--- src/rtl/dma_chk_pkg.sv ---
package dma_chk_pkg;

    typedef enum logic [1:0] {
        SZ_LONG = 2'b00,
        SZ_BYTE = 2'b01,
        SZ_WORD = 2'b10,
        SZ_RSVD = 2'b11
    } port_sz_e;

    typedef enum logic [1:0] {
        ST_IDLE,
        ST_RUN,
        ST_DONE,
        ST_FAULT
    } chan_st_e;

    function automatic logic [2:0] sz_bytes(input port_sz_e s);
        case (s)
            SZ_LONG: sz_bytes = 3'd4;
            SZ_BYTE: sz_bytes = 3'd1;
            SZ_WORD: sz_bytes = 3'd2;
            default: sz_bytes = 3'd0;
        endcase
    endfunction

endpackage

--- src/rtl/dma_cfg_check.sv ---
module dma_cfg_check
    import dma_chk_pkg::*;
#(
    parameter int AW = 32,
    parameter int CW = 24
) (
    input  logic [AW-1:0] src_addr,
    input  logic [AW-1:0] dst_addr,
    input  logic [CW-1:0] cnt,
    input  port_sz_e      src_sz,
    input  port_sz_e      dst_sz,
    output logic          cfg_bad,
    output logic [2:0]    big_bytes
);
    logic [2:0] s_b, d_b;
    logic [1:0] s_mask, d_mask, big_mask;
    logic       rsvd, s_mis, d_mis, c_mis, c_zero;

    always_comb begin
        s_b       = sz_bytes(src_sz);
        d_b       = sz_bytes(dst_sz);
        big_bytes = (s_b > d_b) ? s_b : d_b;
        s_mask    = 2'(s_b - 3'd1);
        d_mask    = 2'(d_b - 3'd1);
        big_mask  = 2'(big_bytes - 3'd1);
        rsvd      = (src_sz == SZ_RSVD) || (dst_sz == SZ_RSVD);
        s_mis     = |(src_addr[1:0] & s_mask);
        d_mis     = |(dst_addr[1:0] & d_mask);
        c_mis     = |(cnt[1:0] & big_mask);
        c_zero    = (cnt == '0);
        cfg_bad   = rsvd || s_mis || d_mis || c_mis || c_zero;
    end
endmodule

--- config.mk ---
export PLATFORM = sky130hd
export DESIGN_NAME = dma_cfg_check
export DESIGN_NICKNAME = d
export VERILOG_FILES = /design/src/rtl/dma_chk_pkg.sv /design/src/rtl/dma_cfg_check.sv
export SDC_FILE = /design/constraint.sdc
export NUM_CORES = 1
export LEC_CHECK = 0
export BUFFER_PORTS_ARGS = -buffer_cell sky130_fd_sc_hd__buf_2
export CAP_MARGIN = 20
export CORE_ASPECT_RATIO = 1.1
export CORE_MARGIN = 2
export CORE_UTILIZATION = 23
export DETAILED_ROUTE_END_ITERATION = 10
export GPL_TIMING_DRIVEN = 0
export PLACE_DENSITY = 0.95
export SYNTH_ARGS = -nofsm -noshare
export SYNTH_HDL_FRONTEND = slang
export SYNTH_SLANG_ARGS = --single-unit
--- constraint.sdc ---
create_clock -name vclk -period 2.4
set_input_delay 0.24 -clock vclk [all_inputs]
set_output_delay 0.24 -clock vclk [all_outputs]
set_load 0.02 [all_outputs]
== Word-level counts from Yosys, hierarchy flattened ==
Cells that the tools add are included.

* Bits in registers: 0
* Input bits: 92
* Output and inout bits: 4
* Logic and storage cells: 27

* Add/sub/neg operators: 3
* Order comparisons: 1
* Equality and inequality tests: 6
* Muxes and demuxes: 3
* Bitwise operators: 3
* Reductions and logical operators: 11

{| class="wikitable"
|+ Operators by type and width
! operator !! count
|-
| $logic_not A24 Y1 || 1
|-
| $pmux W3 S3 || 2
|-
| $eq A2 B2 Y1 const B || 4
|-
| $and A2 B2 Y2 || 3
|-
| $reduce_or A2 Y1 || 3
|-
| $sub A2 B1 Y2 const B || 3
|-
| $logic_or A1 B1 Y1 || 5
|-
| $eq A2 B1 Y1 const B || 2
|-
| $logic_not A2 Y1 || 2
|-
| $gt A3 B3 Y1 || 1
|-
| $mux W3 || 1
|}

== Logic depth before layout (Yosys ltp) ==
Gate-level depths: netlist (run 1).

* Depth in word-level cells: 9
* Gate-level depth with buffers: 9
* Depth with buffers taken out: 9

== Worst setup path after synthesis (run 1) ==
OpenSTA, ideal clock, no wires.

* Path kind: input-to-output
* From: input dst_sz[0]
* To: output cfg_bad
* Arrival: 2.005 ns
* Required time: 2.160 ns
* Slack: 0.155 ns
* Stages on the path: 9
* Path through: inv_1 > ha_1 > inv_1 > ha_1 > and2b_1 > nor2_1 > or3b_1 > a32o_1 > a221o_1

* Longest elaborated chain between the ends: 9

{| class="wikitable"
|+ RTL lines
! what !! RTL line !! RTL
|-
| start: declaration || dma_cfg_check.sv:11 || <nowiki>input port_sz_e dst_sz,</nowiki>
|-
| $eq A2 B2 Y1 (tied with other cells) || dma_chk_pkg.sv:18 || <nowiki>case (s)</nowiki>
|-
| $pmux W3 S3 || dma_chk_pkg.sv:18 ||
|-
| $gt A3 B3 Y1 || dma_cfg_check.sv:22 || <nowiki>big_bytes = (s_b > d_b) ? s_b : d_b;</nowiki>
|-
| $mux W3 || dma_cfg_check.sv:22 ||
|-
| $sub A2 B1 Y2 || dma_cfg_check.sv:25 || <nowiki>big_mask = 2'(big_bytes - 3'd1);</nowiki>
|-
| $and A2 B2 Y2 || dma_cfg_check.sv:29 || <nowiki>c_mis = |(cnt[1:0] & big_mask);</nowiki>
|-
| $reduce_or A2 Y1 || dma_cfg_check.sv:29 ||
|-
| $logic_or A1 B1 Y1 (*) (2 in a row) || dma_cfg_check.sv:31 || <nowiki>cfg_bad = rsvd || s_mis || d_mis || c_mis || c_zero;</nowiki>
|-
| end: declaration || dma_cfg_check.sv:12 || <nowiki>output logic cfg_bad,</nowiki>
|}

Mark *: on every way between the ends. The rest lies on a longest branch, timed or not.

== Worst setup path after layout (run 1) ==
Ends and elaborated chain as after synthesis.

==> flow_summary.json, run 1 <==
{
  "crit_type": "input pin to primary output",
  "drive_gt1_share_pct": 63.16,
  "required_ps": 2160,
  "start_kind": "input pin",
  "endpoint_kind": "primary output",
  "cts_hold_buf": 0,
  "finalMaxSlewViolations": 0,
  "grt_pass1_vias": 515,
  "vias": 592,
  "status": "complete, but fails checks",
  "period_share_pct": 100.5,
  "grt_overflow_total": 0,
  "setup_violations": 1,
  "finalNetCount": 200,
  "violations": "setup timing",
  "place_area_sq_um": 591.8,
  "gp_congestion": 0.7548,
  "yosys.area_share.simple_pct": 27.56,
  "syn_area_per_cell_sq_um": 7.507,
  "synthMuxAreaShare_pct": 8.333,
  "synth_compound_area_share_pct": 14.74,
  "rsz0062_at_grt": "yes",
  "synth_fa_ha_area_share_pct": 35.26,
  "num_antenna_cells": 0,
  "ys_warn_count": 0,
  "antenna_found_initial": 0,
  "p_leak_uw": 0.0003868,
  "min_from": "cnt[1]",
  "tightestPinTransition_ps": 325.7,
  "wl_mm": 1.574,
  "cp_max_fo": 3,
  "synth_top_area_share_pct": 35.26,
  "fillers": 144,
  "grt_usage_pct": 14.14,
  "ant_nets": 0,
  "synth_top_cell_by_area": "ha_1",
  "setup_ws_ps": -12.05,
  "multi_input_area_sq_um": 461.7,
  "die_h_microns": 47.21,
  "rows": 15,
  "via_per_inst": 5.286,
  "switching_share_pct": 47.94,
  "seq_cell_count": 0,
  "period_needed_ps": 2412,
  "finalHoldViolCount": 0,
  "yosysMostFrequentCell": "ha_1",
  "path_buf_inv": 4,
  "initial_core_util_pct": 24.76,
  "die_w_microns": 43.28,
  "hp-class": "input pin to primary output",
  "io_pins": 96,
  "syn_nets": 155,
  "hold_depth": 3,
  "path_common_cell": "ha_4",
  "cp_top_family": "compound AO/OA/AOI/OAI gates",
  "ir_worst_vdd_mv": 0.1037,
  "grt_max_degree": 6,
  "wl_per_cell_microns": 14.05,
  "max_slew_margin_pct": 78.24,
  "clkPwrFrac_pct": 0,
  "cp.arrival_ps": 2170,
  "synth_cell_type_count": 24,
  "seqCellArea_sq_um": 0,
  "grt_pass1_wl_mm": 2.228,
  "ys_top_cells_by_count": "ha_1 (11), inv_1 (9), nor4_1 (6)",
  "seq_power_share_pct": 0,
  "power.net_switching_uw": 82.98,
  "synth-xor-area-share_pct": 4.487,
  "hold_end": "cfg_bad",
  "path_cells": "buf_12 -> clkinv_8 -> ha_4 -> inv_4 -> ha_4 -> and2b_1 -> nor2_2 -> or3b_1 -> a32o_2 -> a221o_1 -> buf_6",
  "numPortBuffers": 36,
  "final_area_sq_um": 809.5,
  "cpMaxStageDelayCell": "or3b_1",
  "core-area_sq_um": 1577,
  "synth_top_cells_by_area": "ha_1 (35%), nor4_1 (9.6%), inv_1 (8.7%), mux2_1 (5.8%), nand2_1 (3.8%)",
  "comb_power_share_pct": 100.0,
  "place_hpwl_mm": 1.039,
  "drt_first_iter_violations": 16,
  "max_freq_ghz": 0.4146,
  "cpPeakStageDelay_ps": 370,
  "synth_top_family_by_area": "adder cells",
  "clkbuf_count": 0,
  "p_per_area_nw_per_um2": 213.8,
  "drc": 0,
  "firstDrtPassIters": 4,
  "fp.dieArea_sq_um": 2043,
  "p_int_uw": 90.09,
  "area_growth_pct": 107.4,
  "max-cap-violations": 0,
  "synthCells": 52,
  "ys_seq_area_share_pct": 0,
  "synthesis.area_sq_um": 390.4,
  "fin_hold_ws_ps": 827.1
}
[tightest hold or removal path: cells and delay by family]
family                 cells  cell delay, ps
buffers and inverters      2             200
AO/OA/AOI/OAI              1             150
[cell usage in the layout, fill, tap and decap left out, types with 2 or more instances in the layout]
| cell | count |
|---|---|
| inv_2 | 2 |
| buf_6 | 3 |
| mux2_1 | 2 |
| ha_4 | 7 |
| nand4_1 | 2 |
| nand2_1 | 4 |
| buf_2 | 31 |
| inv_1 | 3 |
| nor4_1 | 6 |
| ha_1 | 4 |
| inv_4 | 3 |
| buf_4 | 8 |
[final cells by class]
type	instances	area share, %
inverters	10	7.110
multi-input cells	42	57.03
well taps	17	2.628
repair buffers	43	33.23
[cell families (layout without fill, tap and decap cells)]
family / Yosys count / after routing
AOI/OAI and AO/OA: 7 / 7
and+or+nand+nor: 19 / 19
buffers and inverters: 10 / 53
muxes: 3 / 3
xor gates and xnor gates: 2 / 2
adders and majority gates: 11 / 11
[power groups by stage]
stage | logic, uW | registers, uW | clock network (uW)
global placement | 110 | 0 | 0
global route | 187 | 0 | 0
CTS | 144 | 0 | 0
finish | 173 | 0 | 0
floorplan | 68.2 | 0 | 0
detailed placement | 115 | 0 | 0
[worst max-delay path by stage]
stage | from | to | slack [ps] | cells after the start
after floorplan | dst_sz[0] | cfg_bad | 150 | 9
after global placement | dst_sz[0] | cfg_bad | -130 | 10
after detailed placement | dst_sz[0] | cfg_bad | -260 | 10
after CTS | src_sz[1] | cfg_bad | 9 | 11
after global routing | dst_sz[0] | cfg_bad | -70 | 11
final | dst_sz[0] | cfg_bad | -10 | 11
[metal layers]
| layer | vias up | wire length [microns] | share of wire, % | track usage, % |
|---|---|---|---|---|
| met5 | - | 0 | 0 | 0 |
| met4 | 0 | 93 | 5.9 | 3.636 |
| met3 | 10 | 102 | 6.5 | 0.3846 |
| met2 | 37 | 860 | 55 | 28.96 |
| met1 | 266 | 518 | 33 | 16.18 |
| li1 | 279 | - | - | - |
[per-stage QoR]
step / cells / setup WS [ps] / total power, uW / setup TNS [ps] / utilization [%]
after CTS: 109 / 9.055 / 144.3 / 0 / 45.32
after detailed placement: 105 / -259.7 / 115.4 / -395.5 / 37.54
after global routing: 112 / -73.82 / 186.9 / -73.82 / 51.35
final: 112 / -12.05 / 173.1 / -12.05 / 51.35
after floorplan: 52 / 154.8 / 68.18 / 0 / -
after global placement: 105 / -132.3 / 109.7 / -132.3 / 37.54
[what timing repair did]
item | 4_1_cts | 5_1_grt
resized for setup | 20 | 21
pin swaps | 5 | 8
gates cloned | 0 | 0
buffers inserted | 4 | 3
endpoints found under the setup margin | 3 | 1
(Power assumes the default switching activity.)
==> inputs of run 2 (changes only) <==
--- a/config.mk
+++ b/config.mk
@@ -12,7 +12,7 @@
 export CORE_UTILIZATION = 23
 export DETAILED_ROUTE_END_ITERATION = 10
 export GPL_TIMING_DRIVEN = 0
-export PLACE_DENSITY = 0.95
+export PLACE_DENSITY_LB_ADDON = 0.2
 export SYNTH_ARGS = -nofsm -noshare
 export SYNTH_HDL_FRONTEND = slang
 export SYNTH_SLANG_ARGS = --single-unit
==> flow_summary.json, run 2 (synthesis gave the netlist of run 1 again) <==
{
  "status": "complete, no violations",
  "endpoint_kind": "primary output",
  "wl_mm": 1.228,
  "max_freq_ghz": 0.4202,
  "clkbuf_count": 0,
  "cpMaxStageDelayCell": "or3b_1",
  "period_share_pct": 99.15,
  "wl_per_cell_microns": 10.96,
  "vias": 521,
  "drt_first_iter_violations": 6,
  "path_cells": "buf_8 -> inv_6 -> ha_4 -> inv_4 -> ha_4 -> and2b_1 -> nor2_2 -> or3b_1 -> a32o_2 -> a221o_1 -> buf_6",
  "final_cell_mix": "buf_2 (31), buf_4 (8), nor4_1 (6), ha_1 (6), ha_4 (5)",
  "path_buf_inv": 4,
  "die_h_microns": 47.21,
  "drc": 0,
  "cts_hold_buf": 0,
  "fin_hold_ws_ps": 830.0,
  "finalSetupTns_ps": 0,
  "seqCellArea_sq_um": 0,
  "max-cap-violations": 0,
  "hp-class": "input pin to primary output",
  "fp.dieArea_sq_um": 2043,
  "min_from": "cnt[0]",
  "p_per_area_nw_per_um2": 201.0,
  "path_common_cell": "ha_4",
  "setup_violations": 0,
  "hold_depth": 3,
  "hold_end": "cfg_bad",
  "gp_congestion": 0.6755,
  "via_per_inst": 4.652,
  "cp.arrival_ps": 2140,
  "period_needed_ps": 2380,
  "grt_max_degree": 6,
  "layout_commonest_cell": "buf_2",
  "finalNetCount": 200,
  "core-area_sq_um": 1577,
  "area_growth_pct": 97.76,
  "drive_gt1_share_pct": 61.05,
  "start_kind": "input pin",
  "place_ws_ps": -203.2,
  "num_antenna_cells": 0,
  "grt_overflow_total": 0,
  "grt_usage_pct": 10.60,
  "setup_ws_ps": 20.28,
  "initial_core_util_pct": 24.76,
  "ant_nets": 0,
  "cpPeakStageDelay_ps": 360,
  "io_pins": 96,
  "grt_pass1_wl_mm": 1.711,
  "cp_max_fo": 3,
  "seq_cell_count": 0,
  "rsz0062_at_grt": "yes",
  "finalMaxSlewViolations": 0,
  "rows": 15,
  "ir_worst_vdd_mv": 0.1035,
  "required_ps": 2160,
  "place_hpwl_microns": 935.2,
  "crit_type": "input pin to primary output",
  "p_leak_uw": 0.0003816,
  "max_slew_margin_pct": 79.79,
  "cp_top_family": "compound AO/OA/AOI/OAI gates",
  "firstDrtPassIters": 4,
  "numPortBuffers": 36,
  "antenna_found_initial": 0,
  "tightestPinTransition_ps": 302.5,
  "total_power_uw": 155.1,
  "die_w_microns": 43.28,
  "finalHoldViolCount": 0,
  "grt_pass1_vias": 432
}
[run 2: cell count changes in the layout (fill, tap and decap cells not counted)]
cell and delta:
buf_8 +1, ha_4 -2, o21ai_0 +1, ha_1 +2, buf_12 -1, clkinv_8 -1, o21ai_1 -1, inv_6 +1
[run 2: metal layers]
metal  track usage, %  part of all wire (%)
met1            13.48                    37
met2            21.49                    60
met3                0                   3.2
met4                0                     0
met5                0                     0
[run 2: how the worst max path moves through the flow]
stage / depth (start not counted) / to / from / slack, ps
CTS: 11 / cfg_bad / dst_sz[0] / 3
floorplan: 9 / cfg_bad / dst_sz[0] / 150
global route: 11 / cfg_bad / dst_sz[0] / -60
finish: 11 / cfg_bad / dst_sz[0] / 20
detailed placement: 10 / cfg_bad / dst_sz[0] / -200
global placement: 10 / cfg_bad / dst_sz[0] / -200
[run 2: power by group]
| group | total, uW | switching (uW) | leakage [uW] | internal [uW] |
|---|---|---|---|---|
| Clock | 0 | 0 | 0 | 0 |
| Combinational | 155 | 72.2 | 0.000382 | 82.9 |
| Sequential | 0 | 0 | 0 | 0 |
[run 2: stage by stage]
stage | cells | cell area (sq um) | util, %
after floorplan | 52 | 390.4 | -
after global placement | 105 | 591.8 | 37.54
after detailed placement | 105 | 591.8 | 37.54
after CTS | 109 | 694.4 | 44.05
after global routing | 112 | 772.0 | 48.97
final | 112 | 772.0 | 48.97
[run 2: layout make-up]
cell class / instances / area [sq um]
fillers: 174 / 804.5
multi-input cells: 42 / 436.7
repair buffers: 43 / 264.0
inverters: 10 / 50.05
well taps: 17 / 21.27
[run 2: what timing repair did]
action	CTS	global route
setup buffers	4	3
gates resized for setup	18	16
setup endpoints to repair	3	1
pin swaps	5	8
endpoints found under the hold margin	0	0
